==> src/rtl/sgi_pkg.sv <==
// Shared types of the subgraph search engine.
package sgi_pkg;
    // Search controller states.
    typedef enum logic [1:0] {
        ST_IDLE   = 2'd0,
        ST_PICK   = 2'd1,
        ST_CHECK  = 2'd2,
        ST_FINISH = 2'd3
    } sgi_state_t;
endpackage

==> src/rtl/sgi_adj_store.sv <==
// Holds the pattern and target adjacency matrices as register rows.
// Assumes: the caller gates wr_en while a search runs. Rows are padded
// to DEPTH bits, so every index of IDX_W bits is in range.
module sgi_adj_store #(
    parameter int MAX_V = 15,
    parameter int IDX_W = 4,
    parameter int DEPTH = 16
) (
    input  logic             clk,
    input  logic             rst_n,
    input  logic             wr_en,
    input  logic             wr_tgt,
    input  logic [IDX_W-1:0] wr_row,
    input  logic [MAX_V-1:0] wr_data,
    input  logic [IDX_W-1:0] pat_sel,
    output logic [DEPTH-1:0] pat_row,
    input  logic [IDX_W-1:0] tgt_r,
    input  logic [IDX_W-1:0] tgt_c,
    output logic             tgt_bit
);
    localparam logic [IDX_W-1:0] LAST_ROW = IDX_W'(MAX_V - 1);

    logic [DEPTH-1:0] pat_m [DEPTH];
    logic [DEPTH-1:0] tgt_m [DEPTH];
    logic [DEPTH-1:0] tgt_row;

    // Row write into the selected matrix.
    always_ff @(posedge clk) begin
        if (!rst_n) begin
            for (int i = 0; i < DEPTH; i++) begin
                pat_m[i] <= '0;
                tgt_m[i] <= '0;
            end
        end else if (wr_en && (wr_row <= LAST_ROW)) begin
            if (wr_tgt) tgt_m[wr_row] <= DEPTH'(wr_data);
            else        pat_m[wr_row] <= DEPTH'(wr_data);
        end
    end

    // Read ports: one pattern row and one target bit.
    always_comb begin
        pat_row = pat_m[pat_sel];
        tgt_row = tgt_m[tgt_r];
        tgt_bit = tgt_row[tgt_c];
    end
endmodule

==> src/rtl/sgi_cycle_counter.sv <==
// Counts the busy cycles of one search.
// Assumes: clr and en are never high together.
module sgi_cycle_counter #(
    parameter int CYC_W = 32
) (
    input  logic             clk,
    input  logic             rst_n,
    input  logic             clr,
    input  logic             en,
    output logic [CYC_W-1:0] count
);
    // Clear on an accepted start, step while searching.
    always_ff @(posedge clk) begin
        if (!rst_n)   count <= '0;
        else if (clr) count <= '0;
        else if (en)  count <= count + CYC_W'(1);
    end

    assert_count_step_R9: assert property (@(posedge clk) disable iff (!rst_n)
        en |=> (count == $past(count) + CYC_W'(1)));
    assert_count_clear_R9: assert property (@(posedge clk) disable iff (!rst_n)
        clr |=> (count == '0));
endmodule

==> src/rtl/sgi_search_ctrl.sv <==
// Depth-first search controller. It gives pattern vertex lvl the lowest
// free target vertex whose edges back to the vertices mapped earlier all
// exist, and backtracks when a level runs out of candidates.
// Assumes: n_pat and n_tgt are held stable while busy.
module sgi_search_ctrl
    import sgi_pkg::*;
#(
    parameter int MAX_V = 15,
    parameter int IDX_W = 4,
    parameter int CNT_W = 4,
    parameter int DEPTH = 16
) (
    input  logic                   clk,
    input  logic                   rst_n,
    input  logic                   start,
    input  logic [CNT_W-1:0]       n_pat,
    input  logic [CNT_W-1:0]       n_tgt,
    input  logic [DEPTH-1:0]       pat_row,
    input  logic                   tgt_bit,
    output logic [IDX_W-1:0]       pat_sel,
    output logic [IDX_W-1:0]       tgt_r,
    output logic [IDX_W-1:0]       tgt_c,
    output logic                   busy,
    output logic                   done,
    output logic                   found,
    output logic [MAX_V*IDX_W-1:0] map_flat,
    output logic                   count_clr,
    output logic                   count_en
);
    sgi_state_t       state;
    logic [IDX_W-1:0] lvl;
    logic [CNT_W-1:0] cand;
    logic [IDX_W-1:0] kk;
    logic [DEPTH-1:0] used;
    logic [IDX_W-1:0] map_q [DEPTH];
    logic             found_q;

    logic [IDX_W-1:0] cand_idx, prev_idx, prev_map;
    logic cand_out, cand_used, pat_bit, edge_bad, last_k, at_last, accept;

    // Decode of the current step.
    always_comb begin
        cand_idx  = IDX_W'(cand);
        prev_idx  = lvl - IDX_W'(1);
        prev_map  = map_q[prev_idx];
        cand_out  = (cand >= n_tgt);
        cand_used = used[cand_idx];
        pat_bit   = pat_row[kk];
        edge_bad  = pat_bit && !tgt_bit;
        last_k    = ((kk + IDX_W'(1)) == lvl);
        at_last   = ((CNT_W'(lvl) + CNT_W'(1)) == n_pat);
        accept    = ((state == ST_PICK) && !cand_out && !cand_used && (lvl == '0))
                 || ((state == ST_CHECK) && !edge_bad && last_k);
        pat_sel   = lvl;
        tgt_r     = map_q[kk];
        tgt_c     = cand_idx;
        busy      = (state == ST_PICK) || (state == ST_CHECK);
        done      = (state == ST_FINISH);
        found     = found_q;
        count_clr = (state == ST_IDLE) && start;
        count_en  = busy;
    end

    // Search state: level, candidate cursor, edge cursor, used set, mapping.
    always_ff @(posedge clk) begin
        if (!rst_n) begin
            state   <= ST_IDLE;
            lvl     <= '0;
            cand    <= '0;
            kk      <= '0;
            used    <= '0;
            found_q <= 1'b0;
            for (int i = 0; i < DEPTH; i++) map_q[i] <= '0;
        end else begin
            case (state)
                ST_IDLE: begin
                    if (start) begin
                        used <= '0;
                        lvl  <= '0;
                        cand <= '0;
                        kk   <= '0;
                        for (int i = 0; i < DEPTH; i++) map_q[i] <= '0;
                        if (n_pat == '0) begin
                            found_q <= 1'b1;
                            state   <= ST_FINISH;
                        end else begin
                            found_q <= 1'b0;
                            state   <= ST_PICK;
                        end
                    end
                end
                ST_PICK: begin
                    if (cand_out) begin
                        if (lvl == '0) begin
                            state <= ST_FINISH;
                        end else begin
                            lvl            <= prev_idx;
                            used[prev_map] <= 1'b0;
                            cand           <= CNT_W'(prev_map) + CNT_W'(1);
                        end
                    end else if (cand_used) begin
                        cand <= cand + CNT_W'(1);
                    end else if (lvl != '0) begin
                        kk    <= '0;
                        state <= ST_CHECK;
                    end
                end
                ST_CHECK: begin
                    if (edge_bad) begin
                        cand  <= cand + CNT_W'(1);
                        state <= ST_PICK;
                    end else if (!last_k) begin
                        kk <= kk + IDX_W'(1);
                    end
                end
                default: state <= ST_IDLE;
            endcase
            if (accept) begin
                map_q[lvl]     <= cand_idx;
                used[cand_idx] <= 1'b1;
                if (at_last) begin
                    found_q <= 1'b1;
                    state   <= ST_FINISH;
                end else begin
                    lvl   <= lvl + IDX_W'(1);
                    cand  <= '0;
                    state <= ST_PICK;
                end
            end
        end
    end

    // Mapping fields, zero unless a match was found.
    for (genvar g = 0; g < MAX_V; g++) begin : g_map
        assign map_flat[g*IDX_W +: IDX_W] = found_q ? map_q[g] : '0;
    end

    assert_used_tracks_level_R6: assert property (@(posedge clk) disable iff (!rst_n)
        busy |-> ($countones(used) == int'(lvl)));
    assert_check_index_R10: assert property (@(posedge clk) disable iff (!rst_n)
        (state == ST_CHECK) |-> (kk < lvl));
    assert_found_full_map_R4: assert property (@(posedge clk) disable iff (!rst_n)
        (done && found_q) |-> ($countones(used) == int'(n_pat)));
    assert_done_pulse_R8: assert property (@(posedge clk) disable iff (!rst_n)
        done |=> !done);
    assert_found_hold_R8: assert property (@(posedge clk) disable iff (!rst_n)
        ((state == ST_IDLE) && !start) |=> $stable(found_q));
    assert_busy_after_start_R3: assert property (@(posedge clk) disable iff (!rst_n)
        ((state == ST_IDLE) && start && (n_pat != '0)) |=> busy);
endmodule

==> src/rtl/sgi_engine.sv <==
// Top of the subgraph search engine: matrix store, search controller and
// cycle counter. Assumes: the vertex counts are held during a search.
module sgi_engine #(
    parameter  int MAX_V = 15,
    parameter  int CYC_W = 32,
    localparam int IDX_W = $clog2(MAX_V),
    localparam int CNT_W = $clog2(MAX_V + 1),
    localparam int DEPTH = 1 << IDX_W
) (
    input  logic                   clk,
    input  logic                   rst_n,
    input  logic                   wr_en,
    input  logic                   wr_tgt,
    input  logic [IDX_W-1:0]       wr_row,
    input  logic [MAX_V-1:0]       wr_data,
    input  logic [CNT_W-1:0]       n_pat,
    input  logic [CNT_W-1:0]       n_tgt,
    input  logic                   start,
    output logic                   busy,
    output logic                   done,
    output logic                   found,
    output logic [MAX_V*IDX_W-1:0] map_flat,
    output logic [CYC_W-1:0]       cycle_count
);
    logic [DEPTH-1:0] pat_row;
    logic [IDX_W-1:0] pat_sel, tgt_r, tgt_c;
    logic             tgt_bit, count_clr, count_en, wr_ok;

    // Writes are only let through while no search runs.
    assign wr_ok = wr_en && !busy;

    sgi_adj_store #(.MAX_V(MAX_V), .IDX_W(IDX_W), .DEPTH(DEPTH)) u_store (
        .clk(clk), .rst_n(rst_n), .wr_en(wr_ok), .wr_tgt(wr_tgt),
        .wr_row(wr_row), .wr_data(wr_data), .pat_sel(pat_sel),
        .pat_row(pat_row), .tgt_r(tgt_r), .tgt_c(tgt_c), .tgt_bit(tgt_bit)
    );

    sgi_search_ctrl #(.MAX_V(MAX_V), .IDX_W(IDX_W), .CNT_W(CNT_W), .DEPTH(DEPTH)) u_ctrl (
        .clk(clk), .rst_n(rst_n), .start(start), .n_pat(n_pat), .n_tgt(n_tgt),
        .pat_row(pat_row), .tgt_bit(tgt_bit), .pat_sel(pat_sel), .tgt_r(tgt_r),
        .tgt_c(tgt_c), .busy(busy), .done(done), .found(found),
        .map_flat(map_flat), .count_clr(count_clr), .count_en(count_en)
    );

    sgi_cycle_counter #(.CYC_W(CYC_W)) u_count (
        .clk(clk), .rst_n(rst_n), .clr(count_clr), .en(count_en),
        .count(cycle_count)
    );
endmodule

==> config.mk <==
export PLATFORM = sky130hd
export DESIGN_NAME = sgi_engine
export DESIGN_NICKNAME = d
export VERILOG_FILES = /design/src/rtl/sgi_pkg.sv /design/src/rtl/sgi_adj_store.sv /design/src/rtl/sgi_cycle_counter.sv /design/src/rtl/sgi_search_ctrl.sv /design/src/rtl/sgi_engine.sv
export SDC_FILE = /design/constraint.sdc
export NUM_CORES = 1
export LEC_CHECK = 0
export BUFFER_PORTS_ARGS = -buffer_cell sky130_fd_sc_hd__buf_2
export CORE_AREA = 2 2 237 239
export CTS_BUF_LIST = sky130_fd_sc_hd__clkbuf_8
export DETAILED_ROUTE_END_ITERATION = 6
export DIE_AREA = 0 0 239 241
export PLACE_DENSITY = 0.7
export SYNTH_ARGS = -nofsm -noshare
export SYNTH_HDL_FRONTEND = slang
export SYNTH_HIERARCHICAL = 1
export SYNTH_SLANG_ARGS = --single-unit
export TNS_END_PERCENT = 100
==> constraint.sdc <==
create_clock -name clk -period 9.7 [get_ports clk]
set_clock_uncertainty 0.15 [all_clocks]
set_input_delay 0.97 -clock clk [delete_from_list [all_inputs] [get_ports clk]]
set_output_delay 0.97 -clock clk [all_outputs]
set_load 0.01 [all_outputs]
==> key figures <==
Power and ir drop
  • Power density over the cells: 219 mW/mm²
  • Net switching power figure: 2.31 mW
  • Overall power consumption: 7.22 mW
  • Leakage dissipation: 12.3 nW
  • Clock share of power: 0.290
  • Switching fraction of total power: 0.320
  • Maximum resistive drop on vdd: 156 µV
  • Part of the power in combinational logic: 0.269
  • Internal Dissipation: 4.91 mW
  • Reg power frac: 0.441

Yosys
  • Synthesized area: 0.0299 mm²
  • Number of enable flip-flop cells after synthesis: 544
  • Most common library cells after synthesis: edfxtp_1 (544), and2_1 (475), mux4_2 (172)
  • Biggest area consumer among synthesized cells: edfxtp_1
  • Fraction of registers with async set/reset: 0
  • Gate count of the mapped netlist: 2173
  • Proportion of synthesized chip area in sequential cells: 0.591
  • Most frequent cell after synthesis: edfxtp_1
  • Yosys warning total: 6
  • Most used flip-flop cell after synthesis: edfxtp_1
  • Flop and latch count out of synthesis: 611
  • Yosys cell types: 77
  • Syn Area/Cell: 13.8 µm²
  • Area share of the largest cell type after synthesis: 0.546
  • Synth area leaders: edfxtp_1 (55%), mux4_2 (13%), and2_1 (9.9%)

Layout
  • Number of cells in the finished layout apart from fillers: 3081
  • Layout net count: 2352
  • Share of the core filled with cells in the final layout: 0.601
  • Final instance area: 0.0330 mm²
  • Synth-to-layout area growth: 10.2%
  • Ratio of cells with drive above 1 in the final layout: 0.209

Routing
  • Initial DRC count: 1742
  • Via count normalized by instance count: 6.13
  • Total via count in the routed design: 18900
  • Length of the first detailed-routing pass in iterations: 5
  • Count of nets left with antenna violations after detail routing: 0
  • Routed wire length per instance: 25.3 µm
  • Number of remaining DRC errors: 0
  • Total Wirelength: 78.0 mm

STA
  • PnR worst setup slack: 2.30 ns
  • Fin crit period: 7.40 ns
  • Maximum operating frequency: 0.135 GHz
  • Setup TNS: 0 ns
  • Number of endpoints with negative hold slack in the final report: 0
  • Final Setup Violations: 0
  • Max transition margin: 0.164
  • Worst hold slack after final layout: 0.346 ns
  • Crit share post-route: 0.763
  • Setup repair after global routing missed its margin: false
  • Measured slew at the worst slew-check pin: 1.25 ns
  • Final slew viol count: 0

Clocking
  • Clock-pin slew on the worst setup and hold paths: 0.06 ns
  • Hold_buf cts: 0
  • Total of cells resized after clock tree synthesis: 0
  • Number of post-CTS setup repair buffers: 0
  • Worst skew pair latency: 0.71 ns
  • Root buffer cell: clkbuf_8
  • Longest Clk Path Bufs: 3
  • Clk sinks: 611
  • Cts bufs inserted: 100
  • Level count of the clock H-tree: 3
  • CTS tree: done

Run
  • Max-capacitance violation count: 0

Placed design
  • Number of buffer cells added on primary ports: 126
  • Post-DP HPWL: 49.7 mm
  • Weighted congestion at the end of routability-driven global placement: 0.909
  • Placed instance area: 0.0311 mm²
  • Instance count after placement with tap cells included: 2899
  • Post-Place Setup Slack: 2.27 ns

GRT
  • Largest net degree at the start of global routing: 62
  • All-layer global routing usage: 0.274
  • Via count of the first global-routing pass: 18987
  • Initial antenna violation count: 2
  • Overall overflow remaining after global route: 0
  • Wire length of the first global-routing pass: 117 mm

Floorplanning
  • Number of core rows: 86
  • Initial Utilization: 0.545
  • Vert. Die Dim: 241 µm
  • Top-level I/O count: 127
  • Die outline area: 0.0576 mm²
  • Placeable core region: 0.0549 mm²
  • Die Span X: 239 µm

Worst setup path
  • Slowest stage cell on the critical path: dfxtp_1
  • CP peak stage delay: 1.03 ns
  • Required time of the critical path: 9.88 ns
  • Arrival @ worst endpoint: 7.58 ns
  • Largest fanout on the critical path: 32
  • Crit path cell chain: mux4_2 -> mux4_4 -> buf_4 -> mux4_2 -> mux2i_1 -> a311oi_1 -> o211ai_1 -> a21oi_1 -> a32o_1 -> a311oi_1 -> and3_1 -> or3_1 -> a21oi_2 -> nand3b_4 -> o21ai_0
  • Critical path type: reg2reg
  • Type of element capturing the critical path: flop
  • CP startpoint kind: flop

Status
  • Run status: complete, no violations

Min path
  • Hold Path Class: reg2reg
## cells by family (layout without fill, tap and decap cells)
group	Yosys count	after routing	synth area share
muxes	220	220	0.147
other	1	34	0.000125
adders and majority gates	23	23	0.00962
DFF	611	611	0.591
buffers and inverters	207	378	0.0300
and+or+nand+nor	880	880	0.171
xor gates and xnor gates	27	27	0.00790
AOI/OAI and AO/OA	204	204	0.0446
## placed cells by master, fill, tap and decap left out, types with 10 or more instances in the layout
cell	n
o211ai_1	13
nand4_1	25
mux4_2	170
o21ai_1	26
inv_1	66
conb_1	31
xnor2_1	16
nor2b_1	11
xor2_1	11
dfxtp_1	64
and2_1	475
ha_1	23
buf_4	46
a32o_1	10
o31ai_1	16
clkbuf_8	108
or4_1	12
nand2_1	86
nand3_1	34
a21oi_1	44
edfxtp_1	544
mux2i_1	44
o21ai_0	32
clkinv_1	18
nor2_1	108
and3_1	64
buf_2	126
## power groups by stage
stage,combinational (mW),clock (mW),sequential [mW]
after floorplan,1.47,0,3.13
after global placement,1.89,0,3.23
after CTS,1.93,2.13,3.19
after global routing,2.07,2.25,3.20
final,1.94,2.09,3.19
after detailed placement,1.92,0,3.24
## sequential cells by signal (all words and copies together) (netlist names), 2 cells and up, named ones only
name	cells
u_count/count	32
u_ctrl/kk	4
u_ctrl/map_q	64
u_ctrl/pat_sel	4
u_ctrl/state	2
u_ctrl/tgt_c	4
u_ctrl/used	16
u_store/pat_m	240
u_store/tgt_m	240
## critical path, delay by kind of cell (launching register included)
family	cells	cell delay (ns)
and+or+nand+nor	3	0.99
muxes	4	2.02
buffers and inverters	1	0.44
DFF	1	1.03
AOI/OAI and AO/OA	7	2.35
## metal layers
layer,vias up,global-route usage,share of wire
met5,-,0,0.00015
met3,139,0.0448,0.078
met1,9528,0.371,0.40
li1,8340,-,-
met4,2,0.0953,0.028
met2,891,0.454,0.49
## area by class of cell
type | count | area (µm²)
Inverter | 27 | 101
Fill cell | 4202 | 21900
Clock buffer | 108 | 1490
Tap cell | 704 | 881
Sequential cell | 611 | 17700
Multi-Input combinational cell | 1385 | 11500
Antenna cell | 3 | 7.51
Timing Repair Buffer | 172 | 976
Clock inverter | 71 | 367
## final timing paths
kind                                 startpoint  slack, ns  cells after the start                  to
worst min-delay path            u_ctrl/used[12]       0.35                      2     u_ctrl/used[12]
worst max-delay path                       flop       2.30                     15  u_ctrl/map_q[5][2]
worst min register to register  u_ctrl/used[12]       0.35                      2     u_ctrl/used[12]
worst max register to register             flop       2.30                     15  u_ctrl/map_q[5][2]
No activity file was read; power rests on OpenSTA's default activity.
